`config.mk`:
```
export PLATFORM = sky130hd
export DESIGN_NAME = hca_regbank
export DESIGN_NICKNAME = d
export VERILOG_FILES = /design/src/rtl/hca_pkg.sv /design/src/rtl/hca_decode.sv /design/src/rtl/hca_regfile.sv /design/src/rtl/hca_irq.sv /design/src/rtl/hca_regbank.sv
export SDC_FILE = /design/constraint.sdc
export NUM_CORES = 1
export LEC_CHECK = 0
export CORE_ASPECT_RATIO = 1.5
export CORE_MARGIN = 2
export CORE_UTILIZATION = 62
export DETAILED_ROUTE_END_ITERATION = 6
export PLACE_DENSITY = 0.85
export RECOVER_POWER = 25
export SETUP_SLACK_MARGIN = 0.15
export SLEW_MARGIN = 20
export SYNTH_ARGS = -nofsm -noshare
export SYNTH_HDL_FRONTEND = slang
export SYNTH_SLANG_ARGS = --single-unit
```
`constraint.sdc`:
```
create_clock -name clk -period 2.6 [get_ports clk]
set_input_delay 0.78 -clock clk [delete_from_list [all_inputs] [get_ports clk]]
set_output_delay 0.78 -clock clk [all_outputs]
set_load 0.01 [all_outputs]
```
`src/rtl/hca_pkg.sv`:
```
package hca_pkg;

  localparam int BYTE_W   = 8;
  localparam int SEL_W    = 5;
  localparam int OP_W     = 2;
  localparam int AREA_W   = 2;
  localparam int ADDR_W   = SEL_W + OP_W + AREA_W;
  localparam int REG_CNT  = 10;
  localparam int SLOT_W   = $clog2(REG_CNT);
  localparam int ID_BYTES = 6;

  localparam logic [SEL_W-1:0] REG_FIRST = 5'h08;
  localparam logic [SEL_W-1:0] REG_LAST  = 5'h11;

  // slot numbers inside the bank (sel - REG_FIRST)
  localparam int SLOT_HOST_EV = 0;
  localparam int SLOT_HOST_OD = 1;
  localparam int SLOT_ADP_OD  = 3;

  typedef enum logic [OP_W-1:0] {
    OP_PUT = 2'b00,
    OP_AND = 2'b01,
    OP_OR  = 2'b10,
    OP_GET = 2'b11
  } hca_op_e;

  typedef enum logic [AREA_W-1:0] {
    AR_CTRL = 2'b00,
    AR_RSVD = 2'b01,
    AR_IDEN = 2'b10,
    AR_PATT = 2'b11
  } hca_area_e;

  typedef logic [BYTE_W-1:0] byte_t;

  function automatic byte_t apply_op(hca_op_e op, byte_t cur, byte_t din);
    case (op)
      OP_PUT:  return din;
      OP_AND:  return cur & din;
      OP_OR:   return cur | din;
      default: return cur;
    endcase
  endfunction

  function automatic byte_t id_byte(logic [8*ID_BYTES-1:0] addr, logic [SEL_W-1:0] idx);
    byte_t r;
    r = '0;
    for (int i = 0; i < ID_BYTES; i++)
      if (idx == SEL_W'(i)) r = addr[8*i +: 8];
    return r;
  endfunction

  function automatic byte_t patt_byte(logic [SEL_W-1:0] idx);
    return 8'hA5 ^ {idx, 3'b000};
  endfunction

  function automatic logic irq_pending(byte_t host_ev, byte_t host_od);
    return (|host_ev[4:2]) | (|host_od[6:2]);
  endfunction

endpackage

```
`src/rtl/hca_decode.sv`:
```
module hca_decode
  import hca_pkg::*;
(
  input  logic              bus_en,
  input  logic [ADDR_W-1:0] bus_addr,
  output logic [SEL_W-1:0]  sel,
  output hca_op_e           op,
  output hca_area_e         area,
  output logic              in_bank,
  output logic [SLOT_W-1:0] slot,
  output logic              mod_hit,
  output logic              rd_req,
  output logic              viol_evt
);
  logic [SEL_W-1:0] diff;
  logic             modify;

  always_comb begin
    sel     = bus_addr[SEL_W-1:0];
    op      = hca_op_e'(bus_addr[SEL_W +: OP_W]);
    area    = hca_area_e'(bus_addr[SEL_W+OP_W +: AREA_W]);
    in_bank = (sel >= REG_FIRST) && (sel <= REG_LAST);
    diff    = sel - REG_FIRST;
    slot    = diff[SLOT_W-1:0];
    modify  = bus_en && (op != OP_GET);
    rd_req  = bus_en && (op == OP_GET);
    mod_hit = modify && (area == AR_CTRL) && in_bank;
    viol_evt = modify && !((area == AR_CTRL) && in_bank);
  end
endmodule

```
`src/rtl/hca_regfile.sv`:
```
module hca_regfile
  import hca_pkg::*;
#(
  parameter logic ALT_ADAPTER = 1'b0
) (
  input  logic              clk,
  input  logic              rst_n,
  input  logic              mod_hit,
  input  hca_op_e           op,
  input  logic [SLOT_W-1:0] slot,
  input  byte_t             wdata,
  input  logic              viol_evt,
  input  logic              ev_timer,
  input  logic              ev_fault,
  input  logic [4:0]        ev_note,
  input  byte_t             adp_clr,
  output byte_t             q [REG_CNT]
);
  for (genvar g = 0; g < REG_CNT; g++) begin : g_slot
    byte_t host_v, set_v, clr_v, nxt;
    localparam byte_t RST_V = (g == SLOT_HOST_EV) ? {7'b0, ALT_ADAPTER} : '0;

    if (g == SLOT_HOST_EV) begin : g_ev
      assign set_v = {3'b000, ev_timer, ev_fault, viol_evt, 2'b00};
      assign clr_v = '0;
    end else if (g == SLOT_HOST_OD) begin : g_od
      assign set_v = {1'b0, ev_note, 2'b00};
      assign clr_v = '0;
    end else if (g == SLOT_ADP_OD) begin : g_adp
      assign set_v = '0;
      assign clr_v = adp_clr;
    end else begin : g_plain
      assign set_v = '0;
      assign clr_v = '0;
    end

    always_comb begin
      host_v = (mod_hit && (slot == SLOT_W'(g))) ? apply_op(op, q[g], wdata) : q[g];
      nxt    = (host_v | set_v) & ~clr_v;
    end

    always_ff @(posedge clk or negedge rst_n) begin
      if (!rst_n) q[g] <= RST_V;
      else        q[g] <= nxt;
    end
  end
endmodule

```
`src/rtl/hca_irq.sv`:
```
module hca_irq
  import hca_pkg::*;
(
  input  byte_t host_ev,
  input  byte_t host_od,
  output logic  irq_req,
  output logic  chan_chk
);
  logic fire;
  always_comb begin
    fire     = host_ev[6] && irq_pending(host_ev, host_od);
    irq_req  = fire && host_ev[7];
    chan_chk = fire && !host_ev[7];
  end
endmodule

```
`src/rtl/hca_regbank.sv`:
```
module hca_regbank
  import hca_pkg::*;
#(
  parameter logic [47:0] ADAPTER_ADDR = 48'h0000_0000_0000,
  parameter logic        ALT_ADAPTER  = 1'b0
) (
  input  logic        clk,
  input  logic        rst_n,
  input  logic        bus_en,
  input  logic [8:0]  bus_addr,
  input  logic [7:0]  bus_wdata,
  output logic [7:0]  rd_data,
  output logic        rd_valid,
  input  logic        ev_timer,
  input  logic        ev_fault,
  input  logic [4:0]  ev_note,
  input  logic [7:0]  adp_clr,
  output logic        adp_cmd_new,
  output logic        adp_rsp_posted,
  output logic        adp_req_free,
  output logic        adp_stat_free,
  output logic        irq_req,
  output logic        chan_chk
);
  logic [SEL_W-1:0]  sel;
  hca_op_e           op;
  hca_area_e         area;
  logic              in_bank, mod_hit, rd_req, viol_evt;
  logic [SLOT_W-1:0] slot;
  byte_t             q [REG_CNT];
  byte_t             rd_mux;
  byte_t             host_even;

  hca_decode u_dec (
    .bus_en(bus_en), .bus_addr(bus_addr), .sel(sel), .op(op), .area(area),
    .in_bank(in_bank), .slot(slot), .mod_hit(mod_hit), .rd_req(rd_req),
    .viol_evt(viol_evt)
  );

  hca_regfile #(.ALT_ADAPTER(ALT_ADAPTER)) u_rf (
    .clk(clk), .rst_n(rst_n), .mod_hit(mod_hit), .op(op), .slot(slot),
    .wdata(bus_wdata), .viol_evt(viol_evt), .ev_timer(ev_timer),
    .ev_fault(ev_fault), .ev_note(ev_note), .adp_clr(adp_clr), .q(q)
  );

  hca_irq u_irq (
    .host_ev(q[SLOT_HOST_EV]), .host_od(q[SLOT_HOST_OD]),
    .irq_req(irq_req), .chan_chk(chan_chk)
  );

  assign host_even = q[SLOT_HOST_EV];

  always_comb begin
    case (area)
      AR_CTRL: rd_mux = in_bank ? q[slot] : '0;
      AR_IDEN: rd_mux = id_byte(ADAPTER_ADDR, sel);
      AR_PATT: rd_mux = patt_byte(sel);
      default: rd_mux = '0;
    endcase
  end

  always_ff @(posedge clk or negedge rst_n) begin
    if (!rst_n) begin
      rd_data  <= '0;
      rd_valid <= 1'b0;
    end else begin
      rd_valid <= rd_req;
      if (rd_req) rd_data <= rd_mux;
    end
  end

  assign adp_cmd_new    = q[SLOT_ADP_OD][5];
  assign adp_rsp_posted = q[SLOT_ADP_OD][4];
  assign adp_req_free   = q[SLOT_ADP_OD][1];
  assign adp_stat_free  = q[SLOT_ADP_OD][0];
endmodule

```
### Word-level counts from Yosys, hierarchy flattened

Index checks and enable logic that the tools add are counted.

| storage, ports and cells | value |
|---|---|
| logic and storage cells | 110 |
| latch bits | 0 |
| input port bits | 35 |
| register bits | 89 |
| ROM bits | 0 |
| output and inout bits | 15 |
| memory bits (writable) | 0 |
| memories kept | 0 |

| operators by class | value |
|---|---|
| reduce and logical (&&, ||, !) cells | 35 |
| add/sub/neg operators | 1 |
| div/mod/pow operators | 0 |
| equal/unequal tests | 14 |
| multipliers | 0 |
| shifts and indexed selects | 0 |
| bitwise operators | 27 |
| multiplexer cells | 18 |
| order comparisons | 3 |

Operators with widths:

| operator | number |
|---|---|
| 8-bit case mux with 3 select lines | 10 |
| 8-bit AND | 11 |
| 8-bit OR | 10 |
| 8-bit two-way mux | 6 |
| 8-bit binary-select mux with 4-bit select | 1 |
| 1-bit logical AND | 20 |
| 4-bit by 3-bit == test with 1-bit output, second input constant | 4 |
| 8-bit case mux with 2 select lines | 1 |
| 2-bit AND reduction | 7 |
| 4-bit by 2-bit == test with 1-bit output, second input constant | 2 |
| 4-bit == test, second input constant | 2 |
| 8-bit inverter | 1 |
| 8-bit by 5-bit OR with 8-bit output | 1 |
| 8-bit by 7-bit OR with 8-bit output | 1 |
| 2-bit == test, second input constant | 3 |
| 5-bit by 4-bit >= comparator with 1-bit output, second input constant | 1 |
| 5-bit >= comparator, second input constant | 1 |
| 5-bit <= comparator, second input constant | 1 |
| 4-bit inverter with 5-bit output | 1 |
| 5-bit OR reduction | 1 |
| 4-bit by 1-bit == test with 1-bit output, second input constant | 1 |
| 2-bit zero test | 2 |
| 4-bit zero test | 1 |
| 4-bit inverter | 1 |
| 7 further kinds | 8 |

### Longest topological paths before layout

Gate-level depths: netlist (run 1).

| logic depth | value |
|---|---|
| word-level depth | 7 |
| gate-level depth with buffers | 8 |
| depth with buffers taken out | 6 |

### Hierarchy

A second synthesis (run 1) with hierarchy kept.

| second synthesis, totals | value |
|---|---|
| cells, all modules | 700 |
| area, all modules | 6117.1 sq um |

By module, submodules not included:

| module | area each (sq um) | sequential area each (sq um) | times used | cells each |
|---|---|---|---|---|
| hca_regfile | 4780.8 | 2001.9 | 1 | 554 |
| hca_regbank | 1112.3 | 225.2 | 1 | 117 |
| hca_decode | 178.9 | 0.0 | 1 | 23 |
| hca_irq | 45.0 | 0.0 | 1 | 6 |

### Worst setup path before layout (run 1)

No wires, ideal clock.

| timing path | value |
|---|---|
| path type | input to register |
| start | input port bus_addr[5] |
| end | register u_rf.q[61] in the netlist's numbering |
| data arrival time | 2.357 ns |
| setup slack | 0.156 ns |
| buffers on the path | 1 |
| cell stages on the path | 6 |
| library setup time | 0.087 ns |
| path through | ha_1 -> nand4bb_1 -> buf_2 -> nor4_1 -> a21oi_1 -> o211ai_1 |

| on the way | value |
|---|---|
| word-level cells in the longest chain between the ends | 6 |
| elaborated cells on any way between the ends | 11 |
| classes of those cells | 3 x eq/ne; 1 x mux; 7 x reduce/logical |

RTL lines:

| what | RTL line | text |
|---|---|---|
| from (decl) | hca_regbank.sv:10 | `input logic [8:0] bus_addr,` |
| 2-bit inequality test | hca_decode.sv:25 | `modify = bus_en && (op != OP_GET);` |
| 1-bit logical AND | hca_decode.sv:25 |  |
| 1-bit logical AND (2 in series) | hca_decode.sv:27 | `mod_hit = modify && (area == AR_CTRL) && in_bank;` |
| 1-bit logical AND | hca_regfile.sv:38 | `host_v = (mod_hit && (slot == SLOT_W'(g))) ? apply_op(op, q[g], wdata) : q[g];` |
| 2-bit AND reduction (no source line) | n/a |  |
| to (signal, indexed assignment) | hca_regfile.sv:44 | `else q[g] <= nxt;` |
| to (decl) | hca_regfile.sv:17 | `output byte_t q [REG_CNT]` |

Several ways; a longest one is shown, not always the timed one.
A chain may end at the register's enable or synchronous reset.

### Worst setup path after layout (run 1)

| timing path | value |
|---|---|
| start | input port bus_addr[4] |
| end | register u_rf.q[3] in the netlist's numbering |

| on the way | value |
|---|---|
| word-level cells in the longest chain between the ends | 5 |
| elaborated cells on any way between the ends | 6 |
| classes of those cells | 2 x order compare; 4 x reduce/logical |

RTL lines:

| what | RTL line | text |
|---|---|---|
| 5-bit by 4-bit >= comparator with 1-bit output or 5-bit <= comparator (tied branches) | hca_decode.sv:22 | `in_bank = (sel >= REG_FIRST) && (sel <= REG_LAST);` |
| 1-bit logical AND (*) | hca_decode.sv:22 |  |
| 1-bit logical AND (*) | hca_decode.sv:27 |  |
| 1-bit logical AND (*) | hca_regfile.sv:38 |  |
| 2-bit AND reduction (no source line) (*) | n/a |  |

Every way passes the cells marked *; elsewhere a longest branch is shown, timed or not.

==> impl_metrics.py, run 1 <==
metrics = {
    "clock_network": {
        "ctsHoldBuffers": 0,
        "cts.clk_slew.worst_paths_ps": 70,
        "cts_tree": "done",
        "cts_buffers": 9,
        "cts-root-buf": "clkbuf_16",
        "clockBufferDepth": 2,
        "htree_levels": 3,
        "cts.sinks": 89,
        "clk_latency_ps": 360,
    },
    "sta": {
        "rsz0062_at_grt": "no",
        "min_period_ps": 2460,
        "finalMaxSlewViolations": 25,
        "setup_slack_ps": 141,
        "relSlewSlack": -0.0309,
        "hold_viol": 0,
        "worstMarginPinSlew_ps": 1550,
        "fmax_mhz": 407,
        "fin_crit_sh": 0.946,
        "setup_viol": 0,
        "finClkSkew_ps": 10.2,
    },
    "floorplan": {
        "die_h_um": 122,
        "rows": 43,
        "start_util": 0.630,
        "die_w_um": 82.5,
        "core_area_um2": 9090,
        "io_pins": 50,
        "die-area_um2": 10000,
    },
    "run_status": {
        "status": "finished with violations",
        "violations": "max-capacitance violations, max-slew violations",
    },
    "finish": {
        "multi_input_area_um2": 3330,
        "design_area_um2": 7450,
        "fin_nets": 806,
        "n_fill_cell": 488,
        "num_antenna_cells": 0,
        "regArea_um2": 2230,
        "drive_gt1_frac": 0.226,
        "finalNonFillerCells": 882,
        "area_delta_synth_final_pct": 29.9,
        "fin_util": 0.819,
    },
    "global_routing": {
        "grt.total_usage": 0.437,
        "grt_overflow_total": 0,
        "grt_pass1_vias": 6276,
        "antenna_found_initial": 0,
        "grt_max_degree": 66,
        "grt_pass1_wl_um": 32600,
    },
    "setup_path": {
        "crit_fanout": 16,
        "startpoint_type": "input port",
        "crit_required_ps": 2840,
        "crit_arrival_ps": 2700,
        "crit_path_end_kind": "flip-flop",
        "criticalPathCategory": "in -> reg",
    },
    "synth": {
        "synth.distinct_cells": 51,
        "synth-main-ff-cell": "dfrtp_1",
        "syn_area_um2": 5730,
        "syn_nets": 696,
        "syn_inst": 655,
        "netlist.area_leader.share": 0.389,
        "yosysWarnings": 0,
        "synth_edf_count": 0,
        "synth.largest_area_cell": "dfrtp_1",
        "yosysSeqAreaShare": 0.389,
        "ys_seq_elements": 89,
        "yosysMostFrequentCell": "nand2_1",
        "synth.top_cells.by_count": "nand2_1 (107), dfrtp_1 (89), a21oi_1 (83)",
        "synthArstFlopShare": 1.00,
        "synthTopCellsByArea": "dfrtp_1 (39%), a21oi_1 (7.2%), nand2_1 (7.0%), mux4_2 (6.3%), a22oi_1 (4.7%)",
        "syn_area_per_cell_um2": 8.75,
    },
    "power": {
        "leakagePower_nw": 3.16,
        "share_comb_of_total_power": 0.214,
        "seqPwrFrac": 0.417,
        "p_int_mw": 2.40,
        "p_total_mw": 3.47,
        "p_sw_frac": 0.306,
        "power.switching_mw": 1.06,
        "ir_drop_mv": 0.385,
        "powerDensity_nw_per_um2": 465,
        "clockPowerShare": 0.369,
    },
    "flow_run": {
        "maxCapViolCount": 1,
    },
    "placement": {
        "gp_congestion": 1.04,
        "place_ws_ps": -375,
        "dp_cells": 859,
        "hpwl_um": 14700,
        "numPortBuffers": 49,
        "placed_area_um2": 6940,
    },
    "route": {
        "drc": 0,
        "wl_um": 22500,
        "routedWlPerCell_um": 25.6,
        "vias_per_cell": 7.66,
        "firstDrtPassIters": 7,
        "drt_iter0_drc": 1348,
        "ant_nets": 0,
        "via_count": 6759,
    },
    "min_path": {
        "hold_path.class": "reg -> reg",
    },
}
registers in the layout (all words and copies together), names as in the netlist:
signal and cells:
rd_data 8, rd_valid 1, u_rf.q 80
cells in the final DEF (no fill, tap or decap), types with 17 or more instances in the layout:
| master | instances |
|---|---|
| a22oi_1 | 36 |
| o211ai_1 | 23 |
| inv_1 | 18 |
| a21oi_1 | 82 |
| nand2_1 | 107 |
| buf_4 | 97 |
| nor2_1 | 17 |
| clkdlybuf4s50_1 | 38 |
| dfrtp_1 | 89 |
| o21ai_0 | 39 |
power groups by stage:
stage               Combinational (mW)  Sequential [mW]  Clock [mW]
floorplan                        0.348             1.46           0
detailed placement               0.674             1.47           0
global route                     0.783             1.45        1.33
finish                           0.741             1.44        1.28
global placement                 0.646             1.46           0
CTS                              0.684             1.44        1.25
metal layers:
layer  wire, um  vias up  GRT usage
met5          0        -          0
met4       2090        0      0.317
met3       2820      215     0.0978
met2      10300      698      0.661
met1       7320     3152      0.541
li1           -     2694          -
final timing paths:
kind / from / end / slack (ps) / cells past startpoint
setup / recovery: bus_addr[4] / u_rf.q[3] / 140 / 6
min in group asynchronous: rst_n / u_rf.q[12] / 800 / 1
hold reg to reg: rd_data[2] / rd_data[2] / 520 / 1
max in group asynchronous: rst_n / u_rf.q[16] / 730 / 2
setup reg to reg: u_rf.q[18] / rd_data[2] / 670 / 4
hold / removal: rd_data[2] / rd_data[2] / 520 / 1
stage by stage:
step	hold WS, ps	TNS [ps]
after detailed placement	480	-15600
after global routing	528	0
final	519	0
after global placement	470	-10350
after floorplan	463	0
after CTS	346	0
critical path, cell delays in order:
cell             delay [ps]
clkdlybuf4s50_1         540
buf_4                   190
nor4b_1                 370
nand3_1                 250
buf_12                  220
a221o_1                 340
repair_timing:
| action | 4_1_cts | 5_1_grt |
|---|---|---|
| pin swaps | 2 | 5 |
| cloned | 0 | 2 |
| setup buffers | 0 | 5 |
| gates resized for setup | 6 | 42 |
| endpoints found under the setup margin | 24 | 87 |
area by class of cell:
| class | instances | area share |
|---|---|---|
| multi-input cells | 484 | 0.447 |
| repair buffers | 156 | 0.185 |
| well taps | 112 | 0.0188 |
| clock buffers | 10 | 0.0321 |
| inverters | 25 | 0.0126 |
| clock inverters | 6 | 0.00571 |
| flip-flops and latches | 89 | 0.299 |
kinds of logic (layout without fill, tap and decap cells):
kind of cell             after synthesis  after routing  share of synthesized area
buffers and inverters                 82            197                     0.0585
AND/OR/NAND/NOR                      194            194                      0.160
multiplexers                          28             28                     0.0838
adder cells (fa/ha/maj)                6              6                     0.0131
flip-flops                            89             89                      0.389
AO/OA/AOI/OAI                        256            256                      0.296
Power figures use the tool's default switching activity.
==> run 2: changes to the inputs <==
--- a/config.mk
+++ b/config.mk
@@ -12,6 +12,7 @@
 export PLACE_DENSITY = 0.85
 export RECOVER_POWER = 25
 export SETUP_SLACK_MARGIN = 0.15
+export SKIP_CTS_REPAIR_TIMING = 1
 export SLEW_MARGIN = 20
 export SYNTH_ARGS = -nofsm -noshare
 export SYNTH_HDL_FRONTEND = slang
==> run 2 against run 1 <==
Effect of this change: the run ends with design-rule violations, max-capacitance violations, max-slew violations left; global-route usage shrank 0.14 points; die area is the same; flip-flop and latch count is the same; clock power is essentially flat; worst hold slack lost 24 ps; non-clock buffer count shrank 3; sequential power is essentially flat; setup slack gained 77 ps; utilization shrank 0.055 points; critical endpoint is now irq_req.
==> impl_metrics.py, run 2 (synthesis gave the netlist of run 1 again) <==
metrics = {
    "setup_path": {
        "startpoint_type": "flip-flop",
        "crit_slowest_cell": "dfrtp_1",
        "crit_required_ps": 1820,
        "crit_fanout": 4,
        "path_buf_inv": 1,
        "criticalPathCategory": "reg -> out",
        "crit_chain": "nor4_2 > nand2_1 > and3_1 > dlymetal6s2s_1",
        "cp_slowest_stage_delay_ps": 430,
        "cp.depth": 4,
        "r2r-end": "rd_data[0]",
        "regToRegStartpoint": "u_rf.q[40]",
        "crit_end": "irq_req",
        "reg2reg_slack_ps": 630,
        "critPathTopFamily": "simple AND/OR/NAND/NOR gates",
        "crit_arrival_ps": 1600,
        "startpoint": "u_rf.q[68]",
        "reg2regPathDepth": 4,
        "crit_path_end_kind": "primary output",
    },
    "finish": {
        "final_cell_mix": "nand2_1 (107), buf_4 (93), dfrtp_1 (89), a21oi_1 (81), o21ai_0 (38)",
        "fin_nets": 803,
        "drive_gt1_frac": 0.220,
        "multi_input_area_um2": 3330,
        "largest_reg_flops": 80,
        "reg.largest.list": "u_rf.q x80, rd_data x8, rd_valid x1",
        "regArea_um2": 2230,
        "final_common_cell": "nand2_1",
        "num_antenna_cells": 0,
        "regMostFlops": "u_rf.q",
        "n_fill_cell": 486,
        "area_delta_synth_final_pct": 29.8,
        "fin_util": 0.818,
        "finalNonFillerCells": 879,
    },
    "sta": {
        "finClkSkew_ps": 5.93,
        "worstMarginPinSlew_ps": 1540,
        "relSlewSlack": -0.0297,
        "fmax_mhz": 420,
        "whs_ps": 494,
        "finalMaxSlewViolations": 25,
        "setup_slack_ps": 218,
        "min_period_ps": 2380,
        "fin_crit_sh": 0.916,
        "hold_viol": 0,
        "rsz0062_at_grt": "no",
        "setup_viol": 0,
    },
    "placement": {
        "dp_cells": 859,
        "gp_congestion": 1.04,
        "place_ws_ps": -375,
        "hpwl_um": 14700,
        "numPortBuffers": 49,
    },
    "flow_run": {
        "maxCapViolCount": 1,
    },
    "run_status": {
        "violations": "design-rule violations, max-capacitance violations, max-slew violations",
        "status": "finished with violations",
    },
    "clock_network": {
        "cts-root-buf": "clkbuf_16",
        "cts.clk_slew.worst_paths_ps": 70,
        "htree_levels": 3,
        "cts.sinks": 89,
        "cts_buffers": 9,
        "clk_latency_ps": 350,
        "cts_tree": "done",
        "clockBufferDepth": 2,
    },
    "floorplan": {
        "die_h_um": 122,
        "die_w_um": 82.5,
        "die-area_um2": 10000,
        "rows": 43,
        "io_pins": 50,
        "core_area_um2": 9090,
        "start_util": 0.630,
    },
    "power": {
        "powerDensity_nw_per_um2": 466,
        "p_total_mw": 3.47,
        "leakagePower_nw": 3.20,
        "ir_drop_mv": 0.381,
    },
    "route": {
        "firstDrtPassIters": 7,
        "routedWlPerCell_um": 26.0,
        "drc": 1,
        "wl_um": 22800,
        "ant_nets": 0,
        "drt_iter0_drc": 1379,
        "via_count": 6714,
        "vias_per_cell": 7.64,
    },
    "global_routing": {
        "grt_overflow_total": 0,
        "grt_pass1_vias": 6224,
        "antenna_found_initial": 0,
        "grt_max_degree": 66,
        "grt_pass1_wl_um": 32500,
        "grt.total_usage": 0.436,
    },
    "min_path": {
        "hold_path.class": "reg -> reg",
    },
}
## run 2: worst reg2reg max path: stages (launching register included)
cell and delay [ps]:
dfrtp_1 480, mux4_2 550, a22oi_1 270, o21ai_0 200, a221o_1 350
## run 2: layer usage
layer | share of wire | global-route usage | vias to the layer above
met5 | 0 | 0 | -
met4 | 0.099 | 0.306 | 0
met3 | 0.13 | 0.0896 | 229
met2 | 0.45 | 0.665 | 703
met1 | 0.32 | 0.543 | 3098
li1 | - | - | 2684
## run 2: cell type report
cell class | instances | share of cell area
Timing Repair Buffer | 153 | 0.183
Clock buffer | 10 | 0.0321
Tap cell | 112 | 0.0188
Multi-Input combinational cell | 484 | 0.448
Sequential cell | 89 | 0.299
Clock inverter | 6 | 0.00572
Inverter | 25 | 0.0126
## run 2: worst min-delay path by stage
stage	cells after the start	from	slack [ps]	end
after global routing	2	rd_data[7]	530	rd_data[7]
after detailed placement	2	rd_data[1]	480	rd_data[1]
after floorplan	2	u_rf.q[77]	460	u_rf.q[77]
final	2	rd_data[1]	490	rd_data[1]
after CTS	1	rst_n	350	u_rf.q[13]
after global placement	2	rd_data[1]	470	rd_data[1]
## run 2: metrics by stage
step,cell area [um^2],setup TNS (ps)
final,7440,0
after floorplan,5730,0
after global routing,7440,0
after detailed placement,6940,-15600
after CTS,7220,-106
after global placement,6940,-10350
## run 2: power by group
part           leakage [nW]  total [mW]  internal (mW)  switching [mW]
logic                  2.16       0.746          0.312           0.434
clock network         0.135        1.28          0.677           0.600
registers             0.914        1.44           1.41          0.0303
total                  3.20        3.47           2.40            1.06
